`src/rtl/shuf_pkg.sv`:
```
`timescale 1ns/1ps
package shuf_pkg;

    localparam int NPIPE = 3;
    localparam logic [NPIPE-1:0] XLANE_PIPES = 3'b110;
    localparam int LAT_W = 3;

    typedef enum logic [1:0] {
        W128 = 2'd0,
        W256 = 2'd1,
        W512 = 2'd2
    } vwidth_e;

    typedef enum logic {
        CLS_INLANE = 1'b0,
        CLS_XLANE  = 1'b1
    } vclass_e;

    typedef struct packed {
        vwidth_e width;
        vclass_e cls;
    } vop_kind_t;

    // cycles from last-half issue to completion
    function automatic logic [LAT_W-1:0] op_latency(input vop_kind_t k);
        logic [LAT_W-1:0] lat;
        if (k.cls == CLS_INLANE) begin
            lat = 3'd1;
        end else begin
            case (k.width)
                W128:    lat = 3'd3;
                W256:    lat = 3'd4;
                default: lat = 3'd5;
            endcase
        end
        return lat;
    endfunction

endpackage

```
`src/rtl/shuf_pick.sv`:
```
`timescale 1ns/1ps
module shuf_pick
    import shuf_pkg::*;
(
    input  logic             enable,
    input  vop_kind_t        kind,
    input  logic             lo_done,
    input  logic [NPIPE-1:0] free,
    output logic [NPIPE-1:0] grant_lo,
    output logic [NPIPE-1:0] grant_hi,
    output logic             last
);

    logic [NPIPE-1:0] allowed;
    logic [NPIPE-1:0] first;
    logic [NPIPE-1:0] rest;
    logic [NPIPE-1:0] second;

    always_comb begin
        allowed = free & ((kind.cls == CLS_XLANE) ? XLANE_PIPES : {NPIPE{1'b1}});
        first   = allowed & (~allowed + 1'b1);
        rest    = allowed & ~first;
        second  = rest & (~rest + 1'b1);

        grant_lo = '0;
        grant_hi = '0;
        last     = 1'b0;
        if (enable) begin
            if (kind.width != W512) begin
                grant_lo = first;
                last     = |first;
            end else if (kind.cls == CLS_XLANE) begin
                // both halves travel together on the lane-crossing pipes
                if (allowed == XLANE_PIPES) begin
                    grant_lo = first;
                    grant_hi = second;
                    last     = 1'b1;
                end
            end else if (!lo_done) begin
                grant_lo = first;
                grant_hi = second;
                last     = |second;
            end else begin
                grant_hi = first;
                last     = |first;
            end
        end
    end

endmodule

```
`src/rtl/shuf_issue_stage.sv`:
```
`timescale 1ns/1ps
module shuf_issue_stage
    import shuf_pkg::*;
#(
    parameter int TAG_W = 6
) (
    input  logic                   clk,
    input  logic                   rst,
    input  logic                   in_valid,
    output logic                   in_ready,
    input  vop_kind_t              in_kind,
    input  logic [TAG_W-1:0]       in_tag,
    input  logic [NPIPE-1:0]       pipe_busy,
    input  logic                   room,
    output logic [NPIPE-1:0]       iss_valid,
    output logic [NPIPE-1:0]       iss_half,
    output logic [NPIPE*TAG_W-1:0] iss_tag,
    output logic                   push,
    output logic [TAG_W-1:0]       push_tag,
    output logic [LAT_W-1:0]       push_rem
);

    logic             held;
    logic             lo_done;
    vop_kind_t        kind_q;
    logic [TAG_W-1:0] tag_q;
    logic [NPIPE-1:0] grant_lo;
    logic [NPIPE-1:0] grant_hi;
    logic             last;
    logic             accept;

    shuf_pick u_pick (
        .enable   (held && room),
        .kind     (kind_q),
        .lo_done  (lo_done),
        .free     (~pipe_busy),
        .grant_lo (grant_lo),
        .grant_hi (grant_hi),
        .last     (last)
    );

    assign in_ready  = !held || last;
    assign accept    = in_valid && in_ready;
    assign iss_valid = grant_lo | grant_hi;
    assign iss_half  = grant_hi;
    assign push      = last;
    assign push_tag  = tag_q;
    assign push_rem  = op_latency(kind_q) - 1'b1;

    for (genvar p = 0; p < NPIPE; p++) begin : g_tag
        assign iss_tag[p*TAG_W +: TAG_W] = iss_valid[p] ? tag_q : '0;
    end

    always_ff @(posedge clk) begin
        if (rst) begin
            held    <= 1'b0;
            lo_done <= 1'b0;
            kind_q  <= '{width: W128, cls: CLS_INLANE};
            tag_q   <= '0;
        end else if (accept) begin
            held    <= 1'b1;
            lo_done <= 1'b0;
            kind_q  <= in_kind;
            tag_q   <= in_tag;
        end else if (held && last) begin
            held    <= 1'b0;
        end else if (held && |grant_lo) begin
            lo_done <= 1'b1;
        end
    end

    assert_busy_respected_R6: assert property (@(posedge clk) disable iff (rst)
        (iss_valid & pipe_busy) == '0);

    assert_single_half_R1: assert property (@(posedge clk) disable iff (rst)
        (held && kind_q.width != W512) |-> ($countones(iss_valid) <= 1 && iss_half == '0));

    assert_cross_no_pipe0_R4: assert property (@(posedge clk) disable iff (rst)
        (held && kind_q.cls == CLS_XLANE) |-> !iss_valid[0]);

    assert_cross_pair_R5: assert property (@(posedge clk) disable iff (rst)
        (held && kind_q.cls == CLS_XLANE && kind_q.width == W512 && iss_valid != '0)
        |-> (iss_valid == XLANE_PIPES && iss_half == 3'b100));

    assert_hold_until_done_R7: assert property (@(posedge clk) disable iff (rst)
        (held && !in_ready) |=> (held && $stable(tag_q)));

    assert_reset_clears_R11: assert property (@(posedge clk) disable iff (rst)
        $past(rst) |-> (!held && iss_valid == '0));

endmodule

```
`src/rtl/shuf_done_queue.sv`:
```
`timescale 1ns/1ps
module shuf_done_queue
    import shuf_pkg::*;
#(
    parameter int TAG_W = 6,
    parameter int DEPTH = 8
) (
    input  logic             clk,
    input  logic             rst,
    input  logic             push,
    input  logic [TAG_W-1:0] push_tag,
    input  logic [LAT_W-1:0] push_rem,
    output logic             room,
    output logic             fin_valid,
    output logic [TAG_W-1:0] fin_tag
);

    localparam int CW = $clog2(DEPTH + 1);
    localparam int IW = (DEPTH > 1) ? $clog2(DEPTH) : 1;

    // entries kept in age order, index 0 oldest
    logic [LAT_W-1:0] rem  [DEPTH];
    logic [TAG_W-1:0] tag  [DEPTH];
    logic [LAT_W-1:0] nrem [DEPTH];
    logic [TAG_W-1:0] ntag [DEPTH];
    logic [CW-1:0]    cnt;
    logic [CW-1:0]    ncnt;
    logic             hit;
    logic [IW-1:0]    sel;

    always_comb begin
        hit = 1'b0;
        sel = '0;
        for (int i = DEPTH - 1; i >= 0; i--) begin
            if (CW'(i) < cnt && rem[i] == '0) begin
                hit = 1'b1;
                sel = IW'(i);
            end
        end
    end

    always_comb begin
        for (int i = 0; i < DEPTH; i++) begin
            int src;
            src = i + ((hit && i >= int'(sel)) ? 1 : 0);
            if (src < DEPTH) begin
                nrem[i] = (rem[src] == '0) ? '0 : rem[src] - 1'b1;
                ntag[i] = tag[src];
            end else begin
                nrem[i] = '0;
                ntag[i] = '0;
            end
        end
        ncnt = hit ? cnt - CW'(1) : cnt;
        if (push && ncnt < CW'(DEPTH)) begin
            nrem[int'(ncnt)] = push_rem;
            ntag[int'(ncnt)] = push_tag;
            ncnt = ncnt + CW'(1);
        end
    end

    assign room      = cnt < CW'(DEPTH);
    assign fin_valid = hit;
    assign fin_tag   = tag[sel];

    always_ff @(posedge clk) begin
        if (rst) begin
            cnt <= '0;
            for (int i = 0; i < DEPTH; i++) begin
                rem[i] <= '0;
                tag[i] <= '0;
            end
        end else begin
            cnt <= ncnt;
            for (int i = 0; i < DEPTH; i++) begin
                rem[i] <= nrem[i];
                tag[i] <= ntag[i];
            end
        end
    end

    assert_no_overflow_R10: assert property (@(posedge clk) disable iff (rst)
        push |-> room);

    assert_fin_pulse_R10: assert property (@(posedge clk) disable iff (rst)
        (fin_valid && cnt == CW'(1) && !push) |=> !fin_valid);

    assert_reset_empty_R11: assert property (@(posedge clk) disable iff (rst)
        $past(rst) |-> (!fin_valid && cnt == '0));

endmodule

```
`src/rtl/shuf_dispatch.sv`:
```
`timescale 1ns/1ps
module shuf_dispatch
    import shuf_pkg::*;
#(
    parameter int TAG_W    = 6,
    parameter int CQ_DEPTH = 8
) (
    input  logic                   clk,
    input  logic                   rst,
    input  logic                   op_valid,
    output logic                   op_ready,
    input  logic [1:0]             op_width,
    input  logic                   op_cross,
    input  logic [TAG_W-1:0]       op_tag,
    input  logic [NPIPE-1:0]       pipe_busy,
    output logic [NPIPE-1:0]       iss_valid,
    output logic [NPIPE-1:0]       iss_half,
    output logic [NPIPE*TAG_W-1:0] iss_tag,
    output logic                   fin_valid,
    output logic [TAG_W-1:0]       fin_tag
);

    vop_kind_t        in_kind;
    logic             push;
    logic [TAG_W-1:0] push_tag;
    logic [LAT_W-1:0] push_rem;
    logic             room;

    assign in_kind.width = vwidth_e'(op_width);
    assign in_kind.cls   = vclass_e'(op_cross);

    shuf_issue_stage #(.TAG_W(TAG_W)) u_issue (
        .clk       (clk),
        .rst       (rst),
        .in_valid  (op_valid),
        .in_ready  (op_ready),
        .in_kind   (in_kind),
        .in_tag    (op_tag),
        .pipe_busy (pipe_busy),
        .room      (room),
        .iss_valid (iss_valid),
        .iss_half  (iss_half),
        .iss_tag   (iss_tag),
        .push      (push),
        .push_tag  (push_tag),
        .push_rem  (push_rem)
    );

    shuf_done_queue #(.TAG_W(TAG_W), .DEPTH(CQ_DEPTH)) u_done (
        .clk       (clk),
        .rst       (rst),
        .push      (push),
        .push_tag  (push_tag),
        .push_rem  (push_rem),
        .room      (room),
        .fin_valid (fin_valid),
        .fin_tag   (fin_tag)
    );

endmodule

```
`config.mk`:
```
export PLATFORM = sky130hd
export DESIGN_NAME = shuf_dispatch
export DESIGN_NICKNAME = d
export VERILOG_FILES = /design/src/rtl/shuf_pkg.sv /design/src/rtl/shuf_pick.sv /design/src/rtl/shuf_issue_stage.sv /design/src/rtl/shuf_done_queue.sv /design/src/rtl/shuf_dispatch.sv
export SDC_FILE = /design/constraint.sdc
export NUM_CORES = 1
export LEC_CHECK = 0
export BUFFER_PORTS_ARGS = -buffer_cell sky130_fd_sc_hd__buf_2
export CAP_MARGIN = 15
export CORE_MARGIN = 1.5
export CORE_UTILIZATION = 55
export CTS_BUF_LIST = sky130_fd_sc_hd__clkbuf_4
export DETAILED_ROUTE_END_ITERATION = 8
export PLACE_DENSITY_LB_ADDON = 0.2
export SETUP_SLACK_MARGIN = 0.02
export SLEW_MARGIN = 20
export SYNTH_ARGS = -nofsm -noshare
export SYNTH_HDL_FRONTEND = slang
export SYNTH_SLANG_ARGS = --single-unit
```
`constraint.sdc`:
```
create_clock -name clk -period 2.9 [get_ports clk]
set_input_delay 0.29 -clock clk [delete_from_list [all_inputs] [get_ports clk]]
set_output_delay 0.29 -clock clk [all_outputs]
set_load 0.02 [all_outputs]
```
==> results of run 1 <==
-- worst min-delay path by stage --
stage	startpoint	to	slack [ps]	cells after the start
after floorplan	op_width[0]	u_issue.kind_q[1]	440	2
after global placement	u_issue.kind_q[1]	u_issue.kind_q[1]	470	2
after detailed placement	u_issue.kind_q[1]	u_issue.kind_q[1]	470	2
after CTS	op_tag[4]	u_issue.push_tag[4]	50	3
after global routing	op_tag[3]	u_issue.push_tag[3]	40	3
final	op_tag[4]	u_issue.push_tag[4]	50	3
-- cell usage in the layout (no fill, tap or decap), types with 10 or more instances in the layout --
| cell type | n |
|---|---|
| o21ai_0 | 26 |
| buf_4 | 55 |
| dfxtp_1 | 81 |
| or3_1 | 10 |
| a21oi_1 | 30 |
| and2_1 | 15 |
| nand3_1 | 28 |
| mux2i_1 | 62 |
| nor2_1 | 36 |
| nand2_1 | 54 |
| a211oi_1 | 27 |
| ha_1 | 16 |
| nor3_1 | 40 |
| buf_2 | 40 |
| inv_1 | 27 |
-- metrics by stage --
stage / power [mW] / hold slack, ps / cell area [um2] / worst slack, ps / utilization (%)
after CTS: 6.01 / 45.6 / 6660 / -245 / 67.9
after global routing: 6.52 / 35.1 / 6760 / -323 / 68.8
after global placement: 4.51 / 467 / 6170 / 94.5 / 62.8
after detailed placement: 4.57 / 465 / 6170 / 15.0 / 62.8
after floorplan: 3.62 / 437 / 5660 / 44.3 / -
final: 6.22 / 52.8 / 6760 / -252 / 68.8
-- routing by layer --
layer  share of wire [%]  routed length (um)
met3                 6.3                1080
met1                  43                7310
met5                   0                   0
met2                  48                8090
met4                 3.1                 523
-- power by group --
part	internal, mW	switching [mW]	leakage [nW]	total (mW)
sequential	1.32	0.155	0.707	1.47
clock	0.263	0.458	0.0680	0.720
combinational	1.79	2.23	1.93	4.02
-- timing repair --
| action | CTS | global route |
|---|---|---|
| cloned | 4 | 0 |
| resized for setup | 54 | 20 |
| endpoints found under the setup margin | 14 | 89 |
| buffers inserted | 11 | 5 |
| endpoints found under the hold margin | 0 | 0 |
| pin swaps | 18 | 9 |
-- cell families (layout without fill, tap and decap cells) --
group           count (synthesis)  count (layout)  share of synthesized area, %
simple gates                  234             234                          21.0
compound gates                174             174                          22.6
mux                            77              77                          14.0
buf+inv                        86             151                          6.60
fa+ha+maj                      17              17                          3.79
flops                          87              87                          31.1
xor+xnor                        6               6                         0.937
-- sequential cells by signal, summed over array words and instances, names as in the netlist --
name,cells
u_done.tag,48
u_done.rem,24
u_issue.push_tag,6
u_done.cnt,4
u_issue.kind_q,3
u_issue.held,1
u_issue.lo_done,1
-- cell type report --
class / count / area, um2 / area share (%)
multi-input cells: 508 / 3770 / 55.8
repair buffers: 108 / 836 / 12.4
clock buffers: 9 / 67.6 / 0.999
clock inverters: 7 / 70.1 / 1.04
flip-flops and latches: 87 / 1750 / 25.9
inverters: 27 / 101 / 1.50
well taps: 133 / 166 / 2.46
-- worst min-delay path, cell delays in order --
cell and delay [ps]:
buf_2 90, nand3_1 50, a21oi_1 50
==> qor.csv, run 1 <==
metric,value,unit
vias in the first global route,5206,
failing checks,negative setup slack,
chip height,104,um
CP Class,reg2out,
placed cell count,844,
final worst path period share,109,%
Nets,773,
CP most frequent cell,a21oi_4,
met3 GRT Util,4.39,%
Rel. slew slack,43.1,%
RePlAce Congestion,0.995,
maxcap violations,0,
number of synthesized flops with an enable pin,0,
Seq cells post-synth,87,
"antenna viol nets, final",0,
io pins,47,
Critical Path RT,2610,ps
"Seq/Total Area, Yosys",31.1,%
post-route insts no fill,879,
Yosys top cell area share,31.1,%
Worst Path Buf+Inv,2,
GR Layer Usage met1,41.3,%
Worst VDD drop,0.465,mV
Reg2Reg Depth,13,
Num CTS Buffers,9,
Hold Path Class,in2reg,
CTS tree,built,
1st-iter DRT viols,624,
largest net degree at the start of global routing,56,
CP endpoint kind,output port,
gr busiest metal,met2,
Yosys Warn Count,0,
share of layout cells above drive strength 1,26.5,%
Root Buffer,clkbuf_4,
PwrDens,920,mW/mm2
Vias/cell,6.30,
post-synth cell types,74,
CP Cell Sequence,or4b_4 > a21oi_4 > nand3_2 > a21oi_4 > buf_12 > mux2_2 > o2bb2ai_2 > a221oi_2 > buf_4,
RR Startpoint,u_done.cnt[0],
ys async rst share,0,%
first-pass GRT wire length,27.4,mm
Max Fanout on Critical Path,6,
GRT Total Usage,31.2,%
leakage,2.70,nW
setup_tns,-1440,ps
final WL,17.0,mm
H-Tree Level Count,3,
initial antenna violation count,0,
router iterations before antenna repair,5,
startpoint types,flip-flop,
area added between synthesis and finish,20.5,%
top-count cell post-synth,dfxtp_1,
clk_skew,20.9,ps
Crit-path slowest cell,or4b_4,
DIE AREA,0.0108,mm2
CP top delay family,simple AND/OR/NAND/NOR gates,
syn_nets,713,
syn avg cell area,8.24,um2
Routed WL per cell,19.3,um
area of the mapped netlist,0.00561,mm2
clock tree buffer depth,2,
Initial Utilization,57.1,%
Setup crit end,fin_tag[4],
final-report hold violation count,0,
# diodes,0,
Peak Freq,317,MHz
Core ar.,0.00982,mm2
outcome,"finished, violations left",
RSZ-0062 raised after global routing,true,
"area leader, netlist",dfxtp_1,
Final Max Tran Viols,0,
CP max stage delay,560,ps
Fillers,789,
CP Data Arrival Time,2860,ps
WP depth,9,
Reg2Reg Capture Point,u_done.rem[6][0],
fin crit period,3150,ps
die width,104,um
Worst-Skew Late Latency,470,ps
synth cell count leaders,"87 x dfxtp_1, 67 x mux2i_1, 57 x nand2_1, 40 x nor3_1, 37 x nor2_1",
total number of vias,5534,
Worst Max-Slew Pin Slew,847,ps
crit path from,u_done.rem[7][1],
Site Rows,36,
GRT overflow,0,
"Primary FF master, synth",dfxtp_1,
synth top area cells,"dfxtp_1 31%, mux2i_1 12%, nand2_1 3.8%",
Detail Placement HPWL,11.6,mm
DRC,0,
R2R Setup Slk,10,ps
Final WS setup,-252,ps
final setup fails,6,
CTS sink cnt,87,
Post-CTS Hold Buffers,0,
Port Buffers,46,
Cells after Synth,681,
Clock transition at path regs,140,ps
met2 usage in global routing,51.6,%
(Power assumes the default switching activity.)
==> inputs of run 2 (changes only) <==
Settings changed: CELL_PAD_IN_SITES_DETAIL_PLACEMENT from default to 1, CELL_PAD_IN_SITES_GLOBAL_PLACEMENT from default to 1, CORE_UTILIZATION 55 to 42.
==> run 2 against run 1 <==
The run still ends with negative setup slack left; hold slack worse by 31 ps; first-iteration DRC count down 42%; clock skew about the same; cell area grew 5.8%; critical path depth stayed put; non-clock buffer count up 21; sequential power about the same; total power up 6.9%; global-route usage shrank 3.6 points; via count grew 0.94%; routed wire length increased by 16%; critical path type unchanged.
==> qor.csv, run 2 (synthesis gave the netlist of run 1 again) <==
metric,value,unit,change
startpoint types,flip-flop,,
CP Data Arrival Time,2950,ps,+90 ps
total number of vias,5586,,+0.94%
final setup fails,6,,unchanged
initial antenna violation count,0,,unchanged
Num CTS Buffers,9,,unchanged
DIE AREA,0.0141,mm2,+30%
Root Buffer,clkbuf_4,,
CP Cell Sequence,or4b_4 > a21oi_4 > nand3_2 > a21oi_4 > buf_12 > mux2_2 > a2bb2o_4 > a221oi_4 > buf_6,,
GRT overflow,0,,unchanged
CTS tree,built,,
post-route insts no fill,943,,+7.3%
die width,119,um,+14%
Reg with most FFs,u_done.tag,,
GRT Total Usage,27.7,%,-3.6 points
H-Tree Level Count,3,,unchanged
largest net degree at the start of global routing,61,,+8.9%
Rel. slew slack,53.7,%,+11 points
placed cell count,905,,+7.2%
Worst-Skew Late Latency,510,ps,+40 ps
first-pass GRT wire length,30.8,mm,+12%
clk_skew,21.2,ps,+0.394 ps
Reg2Reg Depth,13,,unchanged
Initial Utilization,42.7,%,-14 points
Nets,794,,+2.7%
Crit-path slowest cell,or4b_4,,
R2R Setup Slk,80,ps,+70 ps
io pins,47,,unchanged
RSZ-0062 raised after global routing,true,,
post-layout util,54.4,%,-14 points
final worst path period share,112,%,+3.1 points
final-report hold violation count,0,,unchanged
Largest register FFs,48,,unchanged
"antenna viol nets, final",0,,unchanged
Site Rows,42,,+17%
WP depth,9,,unchanged
CTS sink cnt,87,,unchanged
outcome,"finished, violations left",,
CP top delay family,compound AO/OA/AOI/OAI gates,,
"commonest non-fill, non-tap cell in the layout",dfxtp_1,,
Critical Path RT,2610,ps,about the same
leakage,2.82,nW,+4.5%
1st-iter DRT viols,363,,-42%
Post-Place Cell Area,0.00639,mm2,+3.7%
Final Max Tran Viols,0,,unchanged
vias in the first global route,5737,,+10%
# diodes,0,,unchanged
CP Class,reg2out,,
maxcap violations,0,,unchanged
Hold Path Class,in2reg,,
RePlAce Congestion,0.890,,-11%
chip height,119,um,+14%
router iterations before antenna repair,4,,-1
worst hold stages,3,,unchanged
CP endpoint kind,output port,,
CP max stage delay,560,ps,about the same
CP most frequent cell,a21oi_4,,
final WL,19.8,mm,+16%
fin crit period,3240,ps,+89.0 ps
share of layout cells above drive strength 1,30.0,%,+3.4 points
clock tree buffer depth,2,,unchanged
area added between synthesis and finish,27.5,%,
Worst VDD drop,0.320,mV,-31%
Port Buffers,46,,unchanged
Detail Placement HPWL,13.8,mm,+20%
Peak Freq,309,MHz,-2.7%
hold slack,21.4,ps,-31.4 ps
"Design Area, Final",0.00715,mm2,+5.8%
"commonest cells after routing, fill and taps aside","79 x dfxtp_1, 67 x buf_4, 59 x mux2i_1",,
Routed WL per cell,21.0,um,+8.4%
Final WS setup,-341,ps,-89.0 ps
Worst Path Buf+Inv,2,,unchanged
Clock transition at path regs,160,ps,+20 ps
failing checks,negative setup slack,,
Max Fanout on Critical Path,6,,unchanged
Core ar.,0.0131,mm2,+34%
DRC,0,,unchanged
Vias/cell,5.92,,-5.9%
Worst Max-Slew Pin Slew,695,ps,-152 ps
PwrDens,929,mW/mm2,+1.1%
## run 2: cell types whose count changed in the layout (fill, tap and decap cells not counted), sizes merged
cell         previous run  this run
buf                   107       125
inv                    29        30
dlygate4sd3             0         4
bufinv                  1         0
bufbuf                  1         0
## run 2: final timing paths
kind / endpoint / from
max: fin_tag[5] / u_done.rem[7][0]
max reg2reg: u_done.rem[6][0] / u_done.cnt[3]
min reg2reg: u_issue.kind_q[1] / u_issue.kind_q[1]
min: u_issue.push_tag[4] / op_tag[4]
## run 2: layer usage
layer	vias up	GRT usage [%]	wire (um)	share of wire (%)
li1	2660	-	-	-
met1	2747	35.3	8770	44
met2	145	46.8	9740	49
met3	34	4.87	787	4.0
met4	0	9.86	471	2.4
met5	-	0	0	0
## run 2: power by group
group / switching, mW / internal [mW] / total (mW)
Clock: 0.510 / 0.193 / 0.703
Combinational: 2.42 / 2.03 / 4.45
Sequential: 0.161 / 1.33 / 1.49
Total: 3.09 / 3.55 / 6.64
## run 2: stage by stage
step	total power [mW]	setup TNS, ps	worst slack [ps]
after detailed placement	4.83	-321	-61.5
after floorplan	3.62	0	44.3
after global placement	4.73	-34.7	-26.1
after CTS	6.25	-1800	-296
after global routing	6.99	-2520	-440
final	6.64	-1870	-341
## run 2: area by class of cell
class | instances | area (um2)
clock buffers | 9 | 67.6
repair buffers | 129 | 1030
flip-flops and latches | 87 | 1760
well taps | 176 | 220
multi-input cells | 508 | 3900
clock inverters | 7 | 63.8
inverters | 27 | 104
fillers | 1583 | 5990
## run 2: timing repair
action | 4_1_cts | 5_1_grt
hold buffers | 4 | 0
pin swaps | 18 | 15
endpoints found under the setup margin | 26 | 77
setup buffers | 10 | 8
resized for setup | 59 | 47
gates cloned | 2 | 0
hold endpoints to repair | 4 | 0
## run 2: worst register-to-register path, stage by stage, from the launching register on
cell      delay, ps
dfxtp_4         390
buf_12          130
or3_4           390
a22oi_2         240
nand3_4         150
a311oi_2        300
buf_4           190
nor3_1           60
a21oi_1         170
inv_1            80
ha_1            200
a211o_1         240
a21oi_2         110
mux2_4          150
